--- config.mk ---
export PLATFORM = sky130hd
export DESIGN_NAME = rtc_alarm_mfp
export DESIGN_NICKNAME = d
export VERILOG_FILES = /design/src/rtl/mfp_alarm_pkg.sv /design/src/rtl/mfp_alarm_cmp.sv /design/src/rtl/mfp_alarm_flag.sv /design/src/rtl/mfp_sq_gen.sv /design/src/rtl/mfp_pin_mux.sv /design/src/rtl/rtc_alarm_mfp.sv
export SDC_FILE = /design/constraint.sdc
export NUM_CORES = 1
export LEC_CHECK = 0
export BUFFER_PORTS_ARGS = -buffer_cell sky130_fd_sc_hd__buf_2
export CAP_MARGIN = 20
export CORE_ASPECT_RATIO = 0.5
export CORE_MARGIN = 4
export CORE_UTILIZATION = 51
export DETAILED_ROUTE_END_ITERATION = 8
export GPL_ROUTABILITY_DRIVEN = 0
export PLACE_DENSITY = 0.93
export SKIP_CTS_REPAIR_TIMING = 1
export SLEW_MARGIN = 20
export SYNTH_ARGS = -nofsm -noshare
export SYNTH_HDL_FRONTEND = slang
export SYNTH_SLANG_ARGS = --single-unit
--- constraint.sdc ---
create_clock -name clk -period 3.75 [get_ports clk]
set_input_delay 0.5625 -clock clk [delete_from_list [all_inputs] [get_ports clk]]
set_output_delay 0.5625 -clock clk [all_outputs]
set_load 0.01 [all_outputs]
--- src/rtl/mfp_alarm_pkg.sv ---
package mfp_alarm_pkg;
  localparam int SEC_W  = 7;
  localparam int MIN_W  = 7;
  localparam int HOUR_W = 6;
  localparam int WDAY_W = 3;
  localparam int DATE_W = 6;
  localparam int MON_W  = 5;
  localparam int MODE_W = 3;
  localparam int N_ALM  = 2;

  // control byte bit positions
  localparam int CTL_OUT  = 7;
  localparam int CTL_SQWE = 6;
  localparam int CTL_EN0  = 4;

  localparam logic [HOUR_W-1:0] HOUR_MIDNIGHT_24 = 6'h00;
  localparam logic [HOUR_W-1:0] HOUR_MIDNIGHT_12 = 6'h12;

  typedef enum logic [MODE_W-1:0] {
    MATCH_SEC  = 3'b000,
    MATCH_MIN  = 3'b001,
    MATCH_HOUR = 3'b010,
    MATCH_WDAY = 3'b011,
    MATCH_DATE = 3'b100,
    MATCH_RSV5 = 3'b101,
    MATCH_RSV6 = 3'b110,
    MATCH_ALL  = 3'b111
  } match_mode_e;

  typedef enum logic [2:0] {
    RATE_1HZ = 3'b000,
    RATE_4K  = 3'b001,
    RATE_8K  = 3'b010,
    RATE_32K = 3'b011,
    RATE_64  = 3'b100
  } rate_e;

  typedef struct packed {
    logic [MON_W-1:0]  mon;
    logic [DATE_W-1:0] date;
    logic [WDAY_W-1:0] wday;
    logic [HOUR_W-1:0] hour;
    logic [MIN_W-1:0]  min;
    logic [SEC_W-1:0]  sec;
  } tod_t;
endpackage

--- src/rtl/mfp_alarm_cmp.sv ---
module mfp_alarm_cmp
  import mfp_alarm_pkg::*;
(
  input  tod_t        live,
  input  tod_t        ref_t,
  input  logic        h12,
  input  match_mode_e mode,
  output logic        hit
);
  logic midnight;
  logic hour_zero;

  always_comb begin
    hour_zero = h12 ? (live.hour == HOUR_MIDNIGHT_12) : (live.hour == HOUR_MIDNIGHT_24);
    midnight  = hour_zero && (live.min == '0) && (live.sec == '0);
  end

  always_comb begin
    unique case (mode)
      MATCH_SEC:  hit = (live.sec == ref_t.sec);
      MATCH_MIN:  hit = (live.min == ref_t.min);
      MATCH_HOUR: hit = (live.hour == ref_t.hour);
      MATCH_WDAY: hit = (live.wday == ref_t.wday) && midnight;
      MATCH_DATE: hit = (live.date == ref_t.date);
      MATCH_ALL:  hit = (live == ref_t);
      default:    hit = 1'b0;
    endcase
  end
endmodule

--- src/rtl/mfp_alarm_flag.sv ---
module mfp_alarm_flag (
  input  logic clk,
  input  logic rst_n,
  input  logic tick,
  input  logic en,
  input  logic hit,
  input  logic clr,
  output logic flag
);
  logic hit_q;
  logic set_now;

  assign set_now = tick && en && hit && !hit_q;

  always_ff @(posedge clk or negedge rst_n) begin
    if (!rst_n) begin
      hit_q <= 1'b0;
      flag  <= 1'b0;
    end else begin
      if (tick) hit_q <= hit && en;
      if (set_now)  flag <= 1'b1;
      else if (clr) flag <= 1'b0;
    end
  end
endmodule

--- src/rtl/mfp_sq_gen.sv ---
module mfp_sq_gen
  import mfp_alarm_pkg::*;
#(
  parameter int H1_HALF    = 16384,
  parameter int TRIM_EVERY = 60,
  parameter int S64_HALF   = 256
) (
  input  logic       clk,
  input  logic       rst_n,
  input  logic       tick,
  input  logic       osc_q,
  input  logic       run,
  input  logic [2:0] rate,
  input  logic [7:0] cal,
  output logic       sq
);
  localparam int MAXH  = (H1_HALF > S64_HALF) ? H1_HALF : S64_HALF;
  localparam int CNT_W = $clog2(MAXH + 256) + 1;
  localparam int CYC_W = $clog2(TRIM_EVERY) + 1;
  localparam int HALF_4K = 4;
  localparam int HALF_8K = 2;

  rate_e            rsel;
  logic [3:0]       cfg, cfg_q;
  logic [CNT_W-1:0] cnt, base, mag, adj;
  logic [CYC_W-1:0] cyc;
  logic             sq_hi, trim_now, restart;

  always_comb begin
    rsel = rate[2] ? RATE_64 : rate_e'(rate);
    cfg  = {run, rsel};
    restart = !run || (cfg != cfg_q);
    unique case (rsel)
      RATE_1HZ: base = CNT_W'(H1_HALF);
      RATE_4K:  base = CNT_W'(HALF_4K);
      RATE_8K:  base = CNT_W'(HALF_8K);
      default:  base = CNT_W'(S64_HALF);
    endcase
    mag = CNT_W'({cal[6:0], 1'b0});
    trim_now = (rsel == RATE_64) ||
               ((rsel == RATE_1HZ) && !sq_hi && (cyc == CYC_W'(TRIM_EVERY - 1)));
    if (!trim_now)     adj = base;
    else if (!cal[7])  adj = base + mag;
    else if (base > mag) adj = base - mag;
    else               adj = CNT_W'(1);
  end

  always_ff @(posedge clk or negedge rst_n) begin
    if (!rst_n) begin
      cfg_q <= '0;
      cnt   <= '0;
      cyc   <= '0;
      sq_hi <= 1'b1;
    end else begin
      cfg_q <= cfg;
      if (restart) begin
        cnt   <= '0;
        cyc   <= '0;
        sq_hi <= 1'b1;
      end else if (tick) begin
        if (cnt + 1'b1 >= adj) begin
          cnt   <= '0;
          sq_hi <= !sq_hi;
          if (!sq_hi) cyc <= (cyc == CYC_W'(TRIM_EVERY - 1)) ? '0 : cyc + 1'b1;
        end else begin
          cnt <= cnt + 1'b1;
        end
      end
    end
  end

  assign sq = (rsel == RATE_32K) ? osc_q : sq_hi;
endmodule

--- src/rtl/mfp_pin_mux.sv ---
module mfp_pin_mux (
  input  logic clk,
  input  logic rst_n,
  input  logic sq_run,
  input  logic sq,
  input  logic alm_any_en,
  input  logic alm_active,
  input  logic pol,
  input  logic on_battery,
  input  logic out_bit,
  output logic mfp
);
  logic nxt;

  always_comb begin
    if (sq_run)          nxt = sq;
    else if (alm_any_en) nxt = alm_active ? pol : !pol;
    else if (on_battery) nxt = 1'b1;
    else                 nxt = out_bit;
  end

  always_ff @(posedge clk or negedge rst_n) begin
    if (!rst_n) mfp <= 1'b1;
    else        mfp <= nxt;
  end
endmodule

--- src/rtl/rtc_alarm_mfp.sv ---
module rtc_alarm_mfp
  import mfp_alarm_pkg::*;
#(
  parameter int H1_HALF    = 16384,
  parameter int TRIM_EVERY = 60,
  parameter int S64_HALF   = 256
) (
  input  logic                         clk,
  input  logic                         rst_n,
  input  logic                         xtal_lvl,
  input  logic [7:0]                   ctrl,
  input  logic [7:0]                   cal,
  input  logic                         on_battery,
  input  logic                         t_h12,
  input  logic [SEC_W-1:0]             t_sec,
  input  logic [MIN_W-1:0]             t_min,
  input  logic [HOUR_W-1:0]            t_hour,
  input  logic [WDAY_W-1:0]            t_wday,
  input  logic [DATE_W-1:0]            t_date,
  input  logic [MON_W-1:0]             t_mon,
  input  logic [N_ALM-1:0][SEC_W-1:0]  a_sec,
  input  logic [N_ALM-1:0][MIN_W-1:0]  a_min,
  input  logic [N_ALM-1:0][HOUR_W-1:0] a_hour,
  input  logic [N_ALM-1:0][WDAY_W-1:0] a_wday,
  input  logic [N_ALM-1:0][DATE_W-1:0] a_date,
  input  logic [N_ALM-1:0][MON_W-1:0]  a_mon,
  input  logic [N_ALM-1:0][MODE_W-1:0] a_mode,
  input  logic                         a_pol,
  input  logic [N_ALM-1:0]             flag_clr,
  output logic [N_ALM-1:0]             alm_flag,
  output logic                         mfp
);
  logic             osc_q, tick, sq, sq_run;
  logic [N_ALM-1:0] en, hit;
  tod_t             live;
  logic             unused_ctl;

  assign unused_ctl = ctrl[3];

  always_ff @(posedge clk or negedge rst_n) begin
    if (!rst_n) osc_q <= 1'b0;
    else        osc_q <= xtal_lvl;
  end
  assign tick = xtal_lvl && !osc_q;

  always_comb begin
    live.sec  = t_sec;
    live.min  = t_min;
    live.hour = t_hour;
    live.wday = t_wday;
    live.date = t_date;
    live.mon  = t_mon;
  end

  for (genvar i = 0; i < N_ALM; i++) begin : g_alm
    tod_t ref_t;
    always_comb begin
      ref_t.sec  = a_sec[i];
      ref_t.min  = a_min[i];
      ref_t.hour = a_hour[i];
      ref_t.wday = a_wday[i];
      ref_t.date = a_date[i];
      ref_t.mon  = a_mon[i];
    end
    assign en[i] = ctrl[CTL_EN0 + i];

    mfp_alarm_cmp u_cmp (
      .live (live),
      .ref_t(ref_t),
      .h12  (t_h12),
      .mode (match_mode_e'(a_mode[i])),
      .hit  (hit[i])
    );

    mfp_alarm_flag u_flag (
      .clk  (clk),
      .rst_n(rst_n),
      .tick (tick),
      .en   (en[i]),
      .hit  (hit[i]),
      .clr  (flag_clr[i]),
      .flag (alm_flag[i])
    );
  end

  assign sq_run = ctrl[CTL_SQWE] && !on_battery;

  mfp_sq_gen #(
    .H1_HALF   (H1_HALF),
    .TRIM_EVERY(TRIM_EVERY),
    .S64_HALF  (S64_HALF)
  ) u_sq (
    .clk  (clk),
    .rst_n(rst_n),
    .tick (tick),
    .osc_q(osc_q),
    .run  (sq_run),
    .rate (ctrl[2:0]),
    .cal  (cal),
    .sq   (sq)
  );

  mfp_pin_mux u_mux (
    .clk       (clk),
    .rst_n     (rst_n),
    .sq_run    (sq_run),
    .sq        (sq),
    .alm_any_en(|en),
    .alm_active(|(en & alm_flag)),
    .pol       (a_pol),
    .on_battery(on_battery),
    .out_bit   (ctrl[CTL_OUT]),
    .mfp       (mfp)
  );
endmodule

==> run summary <==
Outcome: finished, violations left
Violated checks: negative setup slack
Vias in the first global route: 4361
Max cap viols: 0
CP endpoint kind: flop
R2R cell count: 15
DRT iter0 DRCs: 650
EDFF count, synth: 0
CP startpoint: ctrl[0]
Nets: 765
Clock Tree Buf Depth: 2
Overflow left after global routing: 0
Die H: 68.6 um
Port bufs: 133
Max frequency: 242 MHz
Vias: 4557
Leak: 0.00235 uW
Antenna violations before repair: 1
Syn-to-layout area delta: 40.3%
Initial Utilization: 0.542
CP Launch Type: primary input
Core footprint: 6910 um2
Top FF cell, synth: dfrtp_1
Register bit total from synthesis: 34
Sequential-to-total area share from yosys stat: 0.228
Clock Pin Slew Worst Setup and Hold Paths: 0.06 ns
Skew final: 0.00854 ns
Final Instance Area: 5250 um2
Synthesized cell area: 3740 um2
Unrepaired setup endpoints after global routing: true
Final clock period utilization by the worst path: 1.10
GRT Total Usage: 0.279
Syn Nets: 604
Count leader, synth: xnor2_1
Top cells by count, synth: xnor2_1 (56), nand2_1 (42), xor2_1 (33)
Yosys top cell by area: dfrtp_1
Final hold vios: 0
Die X: 129 um
Critical path endpoint: u_sq.cyc[0]
Minimum clock period: 4.12 ns
Asr flop ratio synth: 1.00
Detailed Route WL: 14700 um
Yosys cell types: 64
CTS Root Cell: clkbuf_16
Slew Limit Fails: 0
Vias per Instance: 6.48
Ys Warns: 0
Final setup violation count: 24
Worst Path Required: 3.96 ns
Share of cells above drive strength 1: 0.377
Drt drc: 0
Cells after Synth: 448
Reg-to-reg endpoint: u_sq.cyc[0]
Post-route ant nets: 0
Final WS setup: -0.374 ns
Worst-Skew Late Latency: 0.30 ns
R2R setup slack: -0.09 ns
Slew headroom: 0.466
Power Dens Cells: 238 nW/um2
Post-DP HPWL: 9480 um
Pin count of the biggest net entering global routing: 35
Rows: 21
Fill cell count: 401
Detailed Routing Iterations Pass 1: 9
Post-synthesis average cell area: 8.35 um2
CTS Buf Count: 5
Number of clock sinks: 34
Routed length per placed instance: 21.0 um
RR Startpoint: u_sq.cyc[0]
Io pins: 135
HP Class: primary input to asynchronous set/reset pin
Worst Max-Slew Pin Slew: 0.802 ns
CTS H-Tree Depth: 2
Top area cells in the synthesized netlist: dfrtp_1 (21%), xnor2_1 (13%), xor2_1 (7.7%)
Worst Path Max Fanout: 7
Area fraction of the dominant cell type after synthesis: 0.214
DP Area: 4770 um2
WS Path Type: primary input to flop
Full die area: 8860 um2
Global-route wire length before repair: 19600 um
Worst path arrival time: 4.34 ns
TritonCTS clock tree: done
Final Core Density: 0.760
VDD IR-drop max: 0.178 mV
sequential cells by signal, indices dropped and copies added, names as in the netlist:
register,count
g_alm.u_flag.hit_q,2
osc_q,1
u_sq.sq_hi,1
g_alm.u_flag.flag,2
u_mux.mfp,1
u_sq.cfg_q,4
u_sq.cyc,7
u_sq.cnt,16
per-layer routing:
metal  part of all wire  vias up  track usage
met4              0.058        0        0.165
li1                   -     1963            -
met3              0.096      114       0.0423
met1               0.35     2106        0.302
met5                  0        -            0
met2               0.49      374        0.532
kinds of logic after synthesis:
logic type / after synthesis / share of synthesized area
other: 2 / 0.00201
buffers and inverters: 34 / 0.0381
DFF: 34 / 0.228
and+or+nand+nor: 174 / 0.257
adders and majority gates: 24 / 0.0843
xor gates and xnor gates: 89 / 0.208
muxes: 5 / 0.0140
AOI/OAI and AO/OA: 86 / 0.168
stage by stage:
step / hold WS (ns) / setup WS, ns / power, uW / std cells / setup TNS, ns
floorplan: 0.267 / -0.0624 / 546 / 448 / -0.316
global placement: 0.458 / -0.310 / 682 / 687 / -4.45
detailed placement: 0.473 / -0.438 / 696 / 687 / -6.94
CTS: 0.373 / -0.344 / 1190 / 695 / -3.73
global route: 0.410 / -0.468 / 1280 / 703 / -7.95
finish: 0.354 / -0.374 / 1250 / 703 / -6.18
how the worst min path moves through the flow:
stage	from	endpoint	slack [ns]	depth (start not counted)
final	rst_n	u_sq.cnt[10]	0.35	1
after CTS	rst_n	u_sq.cnt[15]	0.37	1
after detailed placement	g_alm[1].u_flag.hit_q	g_alm[1].u_flag.hit_q	0.47	1
after floorplan	rst_n	g_alm[0].u_flag.flag	0.27	0
after global routing	rst_n	u_sq.cnt[13]	0.41	1
after global placement	g_alm[1].u_flag.hit_q	g_alm[1].u_flag.hit_q	0.46	1
power by group:
group / internal (uW) / switching [uW] / total, uW / leakage (uW)
combinational: 171 / 182 / 352 / 0.00180
sequential: 374 / 4.50 / 379 / 0.000459
clock: 333 / 185 / 517 / 0.0000841
final cells by class:
type	count	area (um2)	share of cell area
multi-input cells	380	3000	0.572
diodes	1	2.50	0.000477
clock inverters	1	30.0	0.00572
clock buffers	7	143	0.0272
flip-flops and latches	34	853	0.163
inverters	17	63.8	0.0122
well taps	92	115	0.0219
repair buffers	171	1040	0.198
cells in the final DEF (no fill, tap or decap), drive strengths merged, types with 9 or more instances in the layout:
master  instances
a21o           10
a21oi          14
buf           169
clkbuf          9
dfrtp          32
ha             22
inv            17
nand2          42
nand3          24
nand4          11
nor2           22
nor2b           9
nor3           12
nor4           15
o211ai          9
o21ai          12
xnor2          56
xor2           33
critical path: stages:
cell and delay (ns):
buf_8 0.08, nor2b_4 0.15, nor2b_4 0.26, ha_4 0.25, o21ba_4 0.19, nand2b_4 0.14
nor3_2 0.20, o31a_1 0.27, buf_4 0.16, a21oi_2 0.05, a221o_1 0.40, ha_4 0.29
a211oi_2 0.06, nand2_1 0.08, a31oi_2 0.05, o221a_4 0.33, buf_12 0.14, or4_4 0.51
a21oi_2 0.13
No activity file was read; power rests on OpenSTA's default activity.
